[src/rtl/spi_baud_pkg.sv]
package spi_baud_pkg;
  localparam int PS_W    = 11;  // full prescale width
  localparam int LEG_W   = 8;   // narrow view width
  localparam int LEG_LSB = 8;   // narrow field position in the format word
  localparam int REG_W   = 16;  // register word width

  typedef enum logic {
    VIEW_FMT = 1'b0,
    VIEW_EXT = 1'b1
  } view_e;
endpackage

[src/rtl/prescale_store.sv]
module prescale_store
  import spi_baud_pkg::*;
#(
  parameter int P_W   = PS_W,
  parameter int L_W   = LEG_W,
  parameter int L_LSB = LEG_LSB,
  parameter int R_W   = REG_W
) (
  input  logic           clk,
  input  logic           rst_n,
  input  logic           wr_en,
  input  logic           wr_view,
  input  logic [R_W-1:0] wr_data,
  input  logic           rd_view,
  output logic [R_W-1:0] rd_data,
  output logic [P_W-1:0] value_o
);
  localparam int HI_W = P_W - L_W;

  logic [P_W-1:0] store_q;

  always_ff @(posedge clk or negedge rst_n) begin
    if (!rst_n) begin
      store_q <= '0;
    end else if (wr_en) begin
      if (view_e'(wr_view) == VIEW_EXT) store_q <= wr_data[P_W-1:0];
      else                              store_q <= {{HI_W{1'b0}}, wr_data[L_LSB+L_W-1:L_LSB]};
    end
  end

  always_comb begin
    rd_data = '0;
    if (view_e'(rd_view) == VIEW_EXT) rd_data[P_W-1:0] = store_q;
    else                              rd_data[L_LSB+L_W-1:L_LSB] = store_q[L_W-1:0];
  end

  assign value_o = store_q;


  legacy_clear_chk: assert property (@(posedge clk) disable iff (!rst_n)
    (wr_en && !wr_view) |=> (store_q[P_W-1:L_W] == '0));


  ext_write_chk: assert property (@(posedge clk) disable iff (!rst_n)
    (wr_en && wr_view) |=> (store_q == $past(wr_data[P_W-1:0])));


  hold_chk: assert property (@(posedge clk) disable iff (!rst_n)
    !wr_en |=> $stable(store_q));
endmodule

[src/rtl/baud_divider.sv]
module baud_divider
  import spi_baud_pkg::*;
#(
  parameter int P_W = PS_W
) (
  input  logic           clk,
  input  logic           rst_n,
  input  logic           en,
  input  logic [P_W-1:0] ps_i,
  output logic           sclk_o
);
  logic           run_q, run_n;
  logic [P_W-1:0] div_q, div_n;
  logic [P_W-1:0] cnt_q, cnt_n;
  logic           sclk_q;

  always_comb begin
    run_n = run_q;
    div_n = div_q;
    cnt_n = cnt_q;
    if (!run_q) begin
      if (en) begin
        run_n = 1'b1;
        div_n = ps_i;
        cnt_n = '0;
      end
    end else if (cnt_q == div_q) begin
      cnt_n = '0;
      if (en) div_n = ps_i;
      else    run_n = 1'b0;
    end else begin
      cnt_n = cnt_q + 1'b1;
    end
  end

  always_ff @(posedge clk or negedge rst_n) begin
    if (!rst_n) begin
      run_q  <= 1'b0;
      div_q  <= '0;
      cnt_q  <= '0;
      sclk_q <= 1'b0;
    end else begin
      run_q  <= run_n;
      div_q  <= div_n;
      cnt_q  <= cnt_n;
      sclk_q <= run_n && (cnt_n <= (div_n >> 1));
    end
  end

  assign sclk_o = run_q && ((div_q == '0) ? clk : sclk_q);


  cnt_bound_chk: assert property (@(posedge clk) disable iff (!rst_n)
    run_q |-> (cnt_q <= div_q));


  div_stable_chk: assert property (@(posedge clk) disable iff (!rst_n)
    (run_q && cnt_q != div_q) |=> $stable(div_q));


  idle_low_chk: assert property (@(posedge clk) disable iff (!rst_n)
    (!run_q && !en) |=> (!run_q && !sclk_q));
endmodule

[src/rtl/spi_baud_gen.sv]
module spi_baud_gen
  import spi_baud_pkg::*;
#(
  parameter int P_W   = PS_W,
  parameter int L_W   = LEG_W,
  parameter int L_LSB = LEG_LSB,
  parameter int R_W   = REG_W
) (
  input  logic           clk,
  input  logic           rst_n,
  input  logic           master_en,
  input  logic           wr_en,
  input  logic           wr_view,
  input  logic [R_W-1:0] wr_data,
  input  logic           rd_view,
  output logic [R_W-1:0] rd_data,
  output logic           sclk
);
  logic [P_W-1:0] ps_val;

  prescale_store #(.P_W(P_W), .L_W(L_W), .L_LSB(L_LSB), .R_W(R_W)) u_store (
    .clk     (clk),
    .rst_n   (rst_n),
    .wr_en   (wr_en),
    .wr_view (wr_view),
    .wr_data (wr_data),
    .rd_view (rd_view),
    .rd_data (rd_data),
    .value_o (ps_val)
  );

  baud_divider #(.P_W(P_W)) u_div (
    .clk    (clk),
    .rst_n  (rst_n),
    .en     (master_en),
    .ps_i   (ps_val),
    .sclk_o (sclk)
  );
endmodule

[config.mk]
export PLATFORM = sky130hd
export DESIGN_NAME = spi_baud_gen
export DESIGN_NICKNAME = d
export VERILOG_FILES = /design/src/rtl/spi_baud_pkg.sv /design/src/rtl/prescale_store.sv /design/src/rtl/baud_divider.sv /design/src/rtl/spi_baud_gen.sv
export SDC_FILE = /design/constraint.sdc
export NUM_CORES = 1
export LEC_CHECK = 0
export BUFFER_PORTS_ARGS = -buffer_cell sky130_fd_sc_hd__buf_2
export CAP_MARGIN = 10
export CORE_MARGIN = 2
export CORE_UTILIZATION = 45
export CTS_CLUSTER_SIZE = 14
export DETAILED_ROUTE_END_ITERATION = 6
export HOLD_SLACK_MARGIN = 0.02
export PLACE_DENSITY = 0.78
export SYNTH_ARGS = -nofsm -noshare
export SYNTH_HDL_FRONTEND = slang
export SYNTH_HIERARCHICAL = 1
export SYNTH_SLANG_ARGS = --single-unit
[constraint.sdc]
create_clock -name clk -period 3.93 [get_ports clk]
set_input_delay 0.5895 -clock clk [delete_from_list [all_inputs] [get_ports clk]]
set_output_delay 0.5895 -clock clk [all_outputs]
set_load 0.02 [all_outputs]
; Word-level counts from Yosys, hierarchy flattened
; Index checks and enable logic that the tools add are counted.
[totals]
reg_bits = 35
latchBits = 0
mem_bits_rw = 0
rom_bits = 0
word_cells = 27
mem_count = 0
[op_classes]
n_addsub = 1
multipliers = 0
div = 0
magnitude_cmp = 1
eq_ne = 2
shifts = 0
n_mux = 14
bitwise = 0
n_reduce_logical = 3
[ops]
columns = op, count
row1 = 11-bit two-way mux, 7
row2 = "11-bit by 1-bit adder with 11-bit output, second input constant", 1
row3 = 11-bit == test, 1
row4 = 11-bit by 10-bit less-or-equal comparator with 1-bit output, 1
row5 = 11-bit zero test, 1
row6 = 8-bit two-way mux, 1
row7 = 5-bit two-way mux, 1
row8 = 1-bit two-way mux, 4
row9 = 3-bit two-way mux, 1
row10 = 1-bit logical AND, 2
row11 = "2-bit inequality test, second input constant", 1

; Longest topological paths before layout
[logic_depth]
ltp_word = 5
depth_mapped = 13

; Hierarchy
; Netlist, hierarchy kept.
[by_module_without_submodules]
columns = mod, instances, cells_each, area_per_inst_um2, seq_area_each_um2
row1 = baud_divider, 1, 154, 1514.0, 600.6
row2 = prescale_store, 1, 64, 608.1, 275.3

==> impl_metrics.py <==
metrics = {
    "synth": {
        "avgSynthCellArea_um2": 9.73,
        "synth_top_area_cell": "dfrtp_1",
        "syn_area_mm2": 0.00212,
        "synth-seq-area-share_pct": 41.3,
        "synth_nets": 250,
        "synth_area_leaders": "dfrtp_1, mux2i_1, ha_1, xnor2_1, o21ai_0",
        "synth.top_cell.area_share_pct": 41.3,
        "synth-seq-cells": 35,
        "synth_cell_type_count": 43,
        "post_synth_inst_count": 218,
        "yosysWarningCount": 6,
    },
    "detailed_routing": {
        "vias_per_cell": 5.60,
        "ant_nets": 0,
        "drt_wl_total_um": 4680,
        "wl_met1_um": 2240,
        "drt-initial-drc-count": 92,
        "dr.max_layer_used": "met4",
        "met2RoutedLength_um": 2050,
        "routedWlPerCell_um": 15.0,
        "via_count": 1746,
        "wl_met3_um": 297,
        "first_pass_iters": 4,
        "drc": 0,
    },
    "timing": {
        "skew_ns": 0.00612,
        "setup_ws_ns": 0.663,
        "fmax_mhz": 306,
        "fin_crit_sh_pct": 83.1,
        "max-slew-margin-rel_pct": 49.1,
        "setup_viol": 0,
        "drv_slew": 0,
        "fin_crit_ns": 3.27,
        "finalHoldViolations": 0,
        "max_slew.worst_pin.slew_ns": 0.764,
        "rsz0062_at_grt": "false",
        "fin_tns_setup_ns": 0,
    },
    "clocking": {
        "cts_setup_buffers": 0,
        "cts_resized": 0,
        "clock_latency_ns": 0.39,
        "cts_hold_buf": 0,
        "cts_tree": "built",
        "clkTransAtPathRegs_ns": 0.07,
    },
    "placement": {
        "dp_cells": 303,
        "io_buffers": 38,
        "dp_hpwl_um": 3530,
        "gp_congestion": 0.886,
        "pre_cts_slack_ns": 0.715,
    },
    "die": {
        "dieArea_mm2": 0.00528,
        "initial_core_util_pct": 47.7,
        "die_h_um": 72.7,
        "placementRows": 24,
        "coreArea_mm2": 0.00444,
        "ios": 39,
        "die_w_um": 72.7,
    },
    "cells_and_area": {
        "utilization_pct": 55.3,
        "most-common-layout-cells": "buf_2, dfrtp_1, nor2_1, mux2i_1, o21ai_0",
        "layout_commonest_cell": "buf_2",
        "syn2layout_area_growth_pct": 15.7,
        "drive_gt1_share_pct": 22.3,
        "n_antenna_cell": 0,
        "layout.nets": 293,
        "final_cells": 312,
    },
    "setup_path": {
        "critPathMaxFanout": 11,
        "end_kind": "register",
        "slowest_delay_ns": 0.44,
        "cpMaxStageDelayCell": "dfrtp_1",
        "cp.arrival_ns": 3.54,
        "worstPathRequired_ns": 4.21,
        "worstPathCellList": "xnor2_1, nand4_2, o31ai_4, nand2_1, mux2i_1, ha_1, nor2b_1, o21a_1, o21ai_0, a211o_1, o21ai_1, a2111oi_2",
        "critPathKind": "register to register",
        "cp-start-kind": "register",
    },
    "pwr": {
        "total_power_mw": 0.825,
        "p_leak_nw": 1.18,
        "p_per_area_mw_per_mm2": 336,
        "peakVddDrop_v": 0.000211,
    },
    "job": {
        "max-cap-violations": 0,
    },
    "hold_path": {
        "hold_path_class": "input pin to asynchronous set/reset pin",
    },
    "global_routing": {
        "grt-ovfl-total": 0,
        "grt_pass1_vias": 1748,
        "grt_max_degree": 36,
        "grt_first_pass_wirelength_um": 8270,
        "grt_usage_pct": 21.0,
        "antenna_found_initial": 0,
    },
    "status": {
        "status": "complete, no violations",
    },
}
==> path summary, 6_finish.rpt <==
path	from	slack, ns	depth (start not counted)	end
worst max register to register	u_div/cnt_q[8]	0.66	12	u_div/sclk_q
max in group asynchronous	rst_n	3.17	1	u_div/div_q[7]
worst max-delay path	u_div/cnt_q[8]	0.66	12	u_div/sclk_q
worst min-delay path	rst_n	0.26	1	u_div/cnt_q[10]
min in group clk	wr_data[10]	0.45	3	u_store/value_o[10]
worst min register to register	u_div/cnt_q[10]	0.57	1	u_div/cnt_q[10]
==> cell usage after synthesis, drive strengths merged <==
cell and instances:
a22o 1, o21ai 17, nor3 3, o41ai 1
dfrtp 35, nand3 12, a2bb2o 1, mux2 6
and2 9, nand2 12, and3 2, nand4 3
o22ai 1, a2111oi 1, a211oi 1, nor3b 2
a21o 1, a21boi 1, buf 6, a31oi 1
a31o 2, nor4 3, o31ai 5, inv 13
nor2 17, xnor2 13, nor2b 7, o21a 3
nand2b 1, o31a 1, or3 1, a211o 1
ha 10, a21oi 9, mux2i 16
==> critical path: cells and delay by family (launching register included) <==
| kind | cells | cell delay, ns |
|---|---|---|
| flip-flops | 1 | 0.44 |
| XOR/XNOR | 1 | 0.24 |
| AND/OR/NAND/NOR | 3 | 0.67 |
| adder cells (fa/ha/maj) | 1 | 0.27 |
| AO/OA/AOI/OAI | 6 | 1.21 |
| multiplexers | 1 | 0.31 |
==> routing by layer <==
layer / vias up / global-route usage (%)
li1: 858 / -
met1: 810 / 27.4
met2: 67 / 30.0
met3: 11 / 8.29
met4: 0 / 11.1
met5: - / 0
==> sequential cells by signal, indices dropped and copies added (netlist names) <==
signal and flops:
u_div/sclk_q 1, u_store/value_o 11, u_div/cnt_q 11, u_div/run_q 1
u_div/div_q 11
==> cell families (layout without fill, tap and decap cells) <==
kind of cell / after synthesis / count (layout) / share of synthesized area (%)
and+or+nand+nor: 72 / 72 / 17.3
AOI/OAI and AO/OA: 47 / 47 / 14.9
DFF: 35 / 35 / 41.3
muxes: 22 / 22 / 10.9
xor gates and xnor gates: 13 / 13 / 5.37
adders and majority gates: 10 / 10 / 5.90
buffers and inverters: 19 / 61 / 4.30
==> metrics by stage <==
stage	instance area, µm²	hold WS, ns
after floorplan	2120	0.294
after global placement	2340	0.549
after detailed placement	2340	0.554
after CTS	2460	0.292
after global routing	2460	0.333
final	2460	0.264
==> cell type report <==
class / count / area, µm²
sequential: 35 / 876
timing repair buffer: 38 / 193
multi-input combinational: 164 / 1150
inverter: 13 / 48.8
clock buffer: 10 / 119
fill: 387 / 1990
tap: 52 / 65.1
==> power by group <==
part	internal (mW)	total, mW	switching (mW)
Sequential	0.372	0.384	0.0128
Combinational	0.0354	0.0873	0.0519
Clock	0.196	0.353	0.157
Note: power is estimated with default switching activity, not from simulation.
